File: config.mk
export PLATFORM = sky130hd
export DESIGN_NAME = pkt_wr_fifo
export DESIGN_NICKNAME = d
export VERILOG_FILES = /design/src/rtl/pwf_pkg.sv /design/src/rtl/pwf_lane.sv /design/src/rtl/pwf_out_arb.sv /design/src/rtl/pkt_wr_fifo.sv
export SDC_FILE = /design/constraint.sdc
export NUM_CORES = 1
export LEC_CHECK = 0
export BUFFER_PORTS_ARGS = -buffer_cell sky130_fd_sc_hd__buf_2
export CELL_PAD_IN_SITES_DETAIL_PLACEMENT = 1
export CELL_PAD_IN_SITES_GLOBAL_PLACEMENT = 1
export CORE_MARGIN = 4
export CORE_UTILIZATION = 59
export DETAILED_ROUTE_END_ITERATION = 10
export GPL_TIMING_DRIVEN = 0
export HOLD_SLACK_MARGIN = 0.03
export PLACE_DENSITY = 0.88
export SETUP_SLACK_MARGIN = 0.3
export SYNTH_ARGS = -nofsm -noshare
export SYNTH_HDL_FRONTEND = slang
export SYNTH_SLANG_ARGS = --single-unit
File: constraint.sdc
create_clock -name clk -period 9.8 [get_ports clk]
set_input_delay 1.96 -clock clk [delete_from_list [all_inputs] [get_ports clk]]
set_output_delay 1.96 -clock clk [all_outputs]
set_load 0.02 [all_outputs]
File: src/rtl/pwf_pkg.sv
`timescale 1ns/1ps
package pwf_pkg;
  typedef enum logic {
    ARB_IDLE = 1'b0,
    ARB_SEND = 1'b1
  } arb_state_e;
endpackage

File: src/rtl/pwf_lane.sv
`timescale 1ns/1ps
module pwf_lane #(
  parameter int DATA_W     = 8,
  parameter int DEPTH      = 16,
  parameter int DESC_DEPTH = 4,
  parameter int LEN_W      = 5
) (
  input  logic              clk,
  input  logic              rst_n,
  input  logic              wr_req,
  input  logic              pe_req,
  input  logic [DATA_W-1:0] wr_data,
  input  logic              auto_mode,
  input  logic [LEN_W-1:0]  auto_len,
  input  logic              pop_word,
  input  logic              pop_desc,
  output logic              full,
  output logic              empty,
  output logic              overflow,
  output logic              desc_avail,
  output logic [LEN_W-1:0]  head_len,
  output logic [DATA_W-1:0] rd_data
);
  localparam int PTR_W = (DEPTH > 1) ? $clog2(DEPTH) : 1;
  localparam int DP_W  = $clog2(DESC_DEPTH);
  localparam int DC_W  = $clog2(DESC_DEPTH + 1);

  logic [DATA_W-1:0] store [DEPTH];
  logic [LEN_W-1:0]  desc_len [DESC_DEPTH];
  logic [PTR_W-1:0]  wr_ptr, rd_ptr;
  logic [LEN_W-1:0]  word_cnt, open_cnt;
  logic [DP_W-1:0]   dwr_ptr, drd_ptr;
  logic [DC_W-1:0]   desc_cnt;

  logic store_full, desc_full, take_word, strobe_ok, auto_hit, close_pkt;
  logic [LEN_W-1:0] close_len;

  assign store_full = (word_cnt == LEN_W'(DEPTH));
  assign desc_full  = (desc_cnt == DC_W'(DESC_DEPTH));
  assign full       = store_full | desc_full;
  assign empty      = (word_cnt == '0) && (desc_cnt == '0);
  assign take_word  = wr_req & ~full;
  assign strobe_ok  = pe_req & ~desc_full;
  assign auto_hit   = auto_mode & take_word & ((open_cnt + LEN_W'(1)) == auto_len);
  assign close_pkt  = strobe_ok | auto_hit;
  assign close_len  = open_cnt + LEN_W'(take_word);

  assign desc_avail = (desc_cnt != '0);
  assign head_len   = desc_len[drd_ptr];
  assign rd_data    = store[rd_ptr];

  always_ff @(posedge clk) begin
    if (take_word) store[wr_ptr] <= wr_data;
    if (close_pkt) desc_len[dwr_ptr] <= close_len;
  end

  always_ff @(posedge clk) begin
    if (!rst_n) begin
      wr_ptr   <= '0;
      rd_ptr   <= '0;
      word_cnt <= '0;
      open_cnt <= '0;
      dwr_ptr  <= '0;
      drd_ptr  <= '0;
      desc_cnt <= '0;
      overflow <= 1'b0;
    end else begin
      if (take_word) wr_ptr <= (wr_ptr == PTR_W'(DEPTH - 1)) ? '0 : wr_ptr + PTR_W'(1);
      if (pop_word)  rd_ptr <= (rd_ptr == PTR_W'(DEPTH - 1)) ? '0 : rd_ptr + PTR_W'(1);
      word_cnt <= word_cnt + LEN_W'(take_word) - LEN_W'(pop_word);
      open_cnt <= close_pkt ? '0 : close_len;
      if (close_pkt) dwr_ptr <= (dwr_ptr == DP_W'(DESC_DEPTH - 1)) ? '0 : dwr_ptr + DP_W'(1);
      if (pop_desc)  drd_ptr <= (drd_ptr == DP_W'(DESC_DEPTH - 1)) ? '0 : drd_ptr + DP_W'(1);
      desc_cnt <= desc_cnt + DC_W'(close_pkt) - DC_W'(pop_desc);
      if ((wr_req & full) | (pe_req & desc_full)) overflow <= 1'b1;
    end
  end
endmodule

File: src/rtl/pwf_out_arb.sv
`timescale 1ns/1ps
module pwf_out_arb
  import pwf_pkg::*;
#(
  parameter int NUM_FIFOS = 4,
  parameter int DATA_W    = 8,
  parameter int LEN_W     = 5,
  parameter int ADDR_W    = 2
) (
  input  logic                             clk,
  input  logic                             rst_n,
  input  logic [NUM_FIFOS-1:0]             desc_avail,
  input  logic [NUM_FIFOS-1:0][LEN_W-1:0]  head_len,
  input  logic [NUM_FIFOS-1:0][DATA_W-1:0] rd_data,
  input  logic                             m_ready,
  output logic [NUM_FIFOS-1:0]             pop_word,
  output logic [NUM_FIFOS-1:0]             pop_desc,
  output logic                             m_valid,
  output logic [DATA_W-1:0]                m_data,
  output logic [LEN_W-1:0]                 m_len,
  output logic                             m_last,
  output logic [ADDR_W-1:0]                m_fifo
);
  arb_state_e       state;
  logic [ADDR_W-1:0] sel, pick_idx;
  logic [LEN_W-1:0]  beat, cur_len;
  logic              found, is_last, fire;

  always_comb begin
    found    = 1'b0;
    pick_idx = '0;
    for (int i = NUM_FIFOS - 1; i >= 0; i--) begin
      if (desc_avail[i]) begin
        found    = 1'b1;
        pick_idx = ADDR_W'(i);
      end
    end
  end

  assign cur_len = head_len[sel];
  assign is_last = (cur_len == '0) || (beat == cur_len - LEN_W'(1));
  assign m_valid = (state == ARB_SEND);
  assign fire    = m_valid & m_ready;
  assign m_data  = rd_data[sel];
  assign m_len   = cur_len;
  assign m_last  = m_valid & is_last;
  assign m_fifo  = sel;

  always_comb begin
    pop_word = '0;
    pop_desc = '0;
    if (fire) begin
      pop_word[sel] = (cur_len != '0);
      pop_desc[sel] = is_last;
    end
  end

  always_ff @(posedge clk) begin
    if (!rst_n) begin
      state <= ARB_IDLE;
      sel   <= '0;
      beat  <= '0;
    end else begin
      case (state)
        ARB_IDLE: if (found) begin
          state <= ARB_SEND;
          sel   <= pick_idx;
          beat  <= '0;
        end
        ARB_SEND: if (fire) begin
          if (is_last) begin
            state <= ARB_IDLE;
            beat  <= '0;
          end else begin
            beat <= beat + LEN_W'(1);
          end
        end
        default: state <= ARB_IDLE;
      endcase
    end
  end
endmodule

File: src/rtl/pkt_wr_fifo.sv
`timescale 1ns/1ps
module pkt_wr_fifo #(
  parameter int NUM_FIFOS  = 4,
  parameter int DATA_W     = 8,
  parameter int DEPTH      = 16,
  parameter int DESC_DEPTH = 4,
  localparam int ADDR_W    = (NUM_FIFOS > 1) ? $clog2(NUM_FIFOS) : 1,
  localparam int LEN_W     = $clog2(DEPTH + 1)
) (
  input  logic                 clk,
  input  logic                 rst_n,
  input  logic [ADDR_W-1:0]    wr_addr,
  input  logic                 wr_cs,
  input  logic                 wr_en,
  input  logic [DATA_W-1:0]    wr_data,
  input  logic                 pkt_end,
  input  logic                 auto_mode,
  input  logic [LEN_W-1:0]     auto_len,
  output logic [NUM_FIFOS-1:0] fifo_full,
  output logic [NUM_FIFOS-1:0] fifo_empty,
  output logic [NUM_FIFOS-1:0] fifo_overflow,
  output logic                 m_valid,
  input  logic                 m_ready,
  output logic [DATA_W-1:0]    m_data,
  output logic [LEN_W-1:0]     m_len,
  output logic                 m_last,
  output logic [ADDR_W-1:0]    m_fifo
);
  logic [NUM_FIFOS-1:0]             desc_avail, pop_word, pop_desc;
  logic [NUM_FIFOS-1:0][LEN_W-1:0]  head_len;
  logic [NUM_FIFOS-1:0][DATA_W-1:0] rd_data;

  for (genvar g = 0; g < NUM_FIFOS; g++) begin : g_lane
    logic hit;
    assign hit = wr_cs && (wr_addr == ADDR_W'(g));
    pwf_lane #(
      .DATA_W(DATA_W), .DEPTH(DEPTH), .DESC_DEPTH(DESC_DEPTH), .LEN_W(LEN_W)
    ) u_lane (
      .clk(clk), .rst_n(rst_n),
      .wr_req(hit & wr_en), .pe_req(hit & pkt_end),
      .wr_data(wr_data), .auto_mode(auto_mode), .auto_len(auto_len),
      .pop_word(pop_word[g]), .pop_desc(pop_desc[g]),
      .full(fifo_full[g]), .empty(fifo_empty[g]), .overflow(fifo_overflow[g]),
      .desc_avail(desc_avail[g]), .head_len(head_len[g]), .rd_data(rd_data[g])
    );
  end

  pwf_out_arb #(
    .NUM_FIFOS(NUM_FIFOS), .DATA_W(DATA_W), .LEN_W(LEN_W), .ADDR_W(ADDR_W)
  ) u_arb (
    .clk(clk), .rst_n(rst_n),
    .desc_avail(desc_avail), .head_len(head_len), .rd_data(rd_data),
    .m_ready(m_ready), .pop_word(pop_word), .pop_desc(pop_desc),
    .m_valid(m_valid), .m_data(m_data), .m_len(m_len),
    .m_last(m_last), .m_fifo(m_fifo)
  );
endmodule

==> metrics <==
Avg Inst Size Synth 17.0 µm²; Required @ worst endpoint 7840 ps; Comb power frac 8.1%; post-cts resize count 0; first-pass GRT wire length 129 mm; HPWL after detailed placement 51.4 mm; Final #Nets 2013; sequential share of power 49.0%; prevailing post-synth register cell edfxtp_1; DRC Markers 0; Cell Area, Synth 30200 µm²; R2R Setup Slk 4670 ps; Pint 5.27 mW; clock power share 42.9%; Place WS 3930 ps; DRT iter0 DRCs 2085; Slew Limit Fails 0; I/O Buffers 47; die area 54900 µm²; Fin Setup TNS 0 ps; Synth area leader edfxtp_1; net switching power 1.66 mW; WHS Path Cells 2; reg-to-reg endpoint g_lane[1].u_lane.word_cnt[4]; top cells by area, synth edfxtp_1, mux4_2, dfxtp_1, ha_1, nor2_1; flops & latches, synth 728; post-route clock period utilization 67.7%; R2R cell count 17; WL final 87.6 mm; DR vias/cell 6.72; worst hold slack 524 ps; hold_buf cts 0; ys async rst share 0%; Layout Skew 31.0 ps; FP Rows 82; Critical R2R Launch u_arb.m_fifo[1]; Routed Antenna Nets 0; multi-input logic area 9110 µm²; fillers 4251; Slew @ Worst Pin 1480 ps; final setup margin 3160 ps; vias 17700; Post-Synthesis Cells 1773; vias in the first global route 18700; worst hold start g_lane[1].u_lane.dwr_ptr[0]; routed len/inst 33.3 µm; CP Launch Point u_arb.m_fifo[1]; crit path capture type output port; Net Count, Synth 1889; Leakage 11.3 nW; Synth top cells by count edfxtp_1, mux4_2, dfxtp_1, nor2_1, ha_1; Die Wd 234 µm; GRT Resource Usage Total 32.8%; Max VDD drop 175 µV; Power Dens Cells 205 nW/µm²; utilization after layout 67.3%; core area 50400 µm²; sw frac 24.0%; DRT Pass-1 Iters 5; synth warn 0; Clock Root Buffer clkbuf_16; storage element area 20500 µm²; clock-pin slew on the worst setup and hold paths 60 ps; outcome complete, no violations; Clk Latency, worst-skew pair 630 ps; RD Place Congestion 0.815; WS Path Type reg2out; area grow syn2layout 12.1%; final setup violation count 0; post-CTS setup buffer count 0; RSZ-0062 raised after global routing no; Initial Util 60.0%; startpoint types flip-flop; Hold Path Class reg2reg; total gr overflow 0; CP arrival 4680 ps; post-synth cell types 62; sequential-to-total area share from yosys stat 67.8%; # diodes 0; min Tclk post-route 6640 ps; Rel. slew slack 1.59%; # IOs 51; share of layout cells above drive strength 1 20.5%; Max-Cap Viols 0; f_max 0.151 GHz; H-tree Lvls 3; Fin. Hold Viols 0; worst-path fanout max 10; most common cell in the netlist edfxtp_1; Clock Path Buffers 3; initial antenna violation count 4; CTS Buf Count 74; clk sink count 728; largest net degree at the start of global routing 65; Synth top area share 58.8%; WHS Endpoint g_lane[1].u_lane.dwr_ptr[0]; chip height 234 µm; EDFF count, synth 592; CTS tree done
## state kept, by name, summed over array words and instances, names as in the netlist, named ones only
name / cells
g_lane.u_lane.word_cnt: 20
g_lane.u_lane.dwr_ptr: 8
u_arb.m_valid: 1
g_lane.u_lane.open_cnt: 20
g_lane.u_lane.desc_len: 80
u_arb.beat: 5
g_lane.u_lane.store: 512
u_arb.m_fifo: 2
g_lane.u_lane.rd_ptr: 16
g_lane.u_lane.wr_ptr: 16
g_lane.u_lane.desc_cnt: 12
g_lane.u_lane.overflow: 4
g_lane.u_lane.drd_ptr: 8
## worst max path at each step
| stage | to | slack, ps | depth (start not counted) |
|---|---|---|---|
| global placement | m_last | 4000 | 14 |
| global route | m_last | 2830 | 14 |
| CTS | m_last | 3230 | 14 |
| detailed placement | m_last | 3930 | 14 |
| floorplan | m_last | 4570 | 13 |
| finish | m_last | 3160 | 14 |
## through the flow
step | instances | total power, mW | cell area (µm²)
6_report | 2628 | 6.94 | 33900
5_1_grt | 2628 | 7.12 | 33900
4_1_cts | 2627 | 6.94 | 33800
3_5_place_dp | 2492 | 4.00 | 31300
3_3_place_gp | 2492 | 3.97 | 31300
2_1_floorplan | 1773 | 3.80 | 30200
## layout by cell type (no fill, tap or decap), drive strengths merged, types with 6 or more instances in the layout
cell / netlist / routed
or3: 20 / 20
and2: 26 / 26
nor3: 30 / 30
and3: 27 / 27
ha: 86 / 86
xnor2: 47 / 47
a21o: 6 / 6
buf: 51 / 99
nor2b: 21 / 21
nand3: 30 / 30
edfxtp: 592 / 592
clkinv: 0 / 20
mux2i: 30 / 30
inv: 73 / 78
xor2: 33 / 33
mux4: 185 / 185
nor2: 115 / 115
dfxtp: 136 / 136
nand4: 7 / 7
a21oi: 46 / 46
o21ai: 26 / 26
clkbuf: 38 / 137
bufinv: 0 / 7
fa: 8 / 8
nand2: 69 / 69
nand2b: 19 / 19
## logic make-up after synthesis
logic type | count (synthesis) | share of synthesized area, %
adder cells (fa/ha/maj) | 94 | 4.09
flip-flops | 728 | 67.8
XOR/XNOR | 80 | 2.32
multiplexers | 217 | 14.9
buffers and inverters | 162 | 2.24
AND/OR/NAND/NOR | 373 | 6.07
AO/OA/AOI/OAI | 119 | 2.60
## final cells by class
type	instances	share of cell area, %
flip-flops and latches	728	60.5
well taps	672	2.48
inverters	73	0.809
multi-input cells	883	26.9
plain buffers	89	1.19
clock inverters	36	1.22
repair buffers	48	0.775
clock buffers	99	6.16
## routing by layer
metal / vias up / GRT usage, % / routed length, µm
met2: 1130 / 56.0 / 44300
met3: 260 / 6.18 / 7570
met5: - / 0 / 52
met1: 9181 / 41.6 / 31400
met4: 8 / 14.0 / 4260
li1: 7090 / - / -
## worst max-delay path, stage by stage (launching register included)
cell      delay [ps]
dfxtp_1          330
buf_2            190
inv_1            150
buf_2            450
mux4_2           650
inv_1            150
ha_1             310
o221a_2          230
o211a_1          150
o31ai_1           80
o221ai_1         360
nand2_1          310
o21ai_1          310
and2_1           200
buf_2            180
## power by group through the flow
stage	Combinational, mW	Clock, mW	Sequential [mW]
global route	0.602	3.11	3.40
global placement	0.507	0	3.46
floorplan	0.348	0	3.46
detailed placement	0.537	0	3.46
finish	0.565	2.97	3.40
CTS	0.559	2.98	3.40
Power figures use the tool's default switching activity.
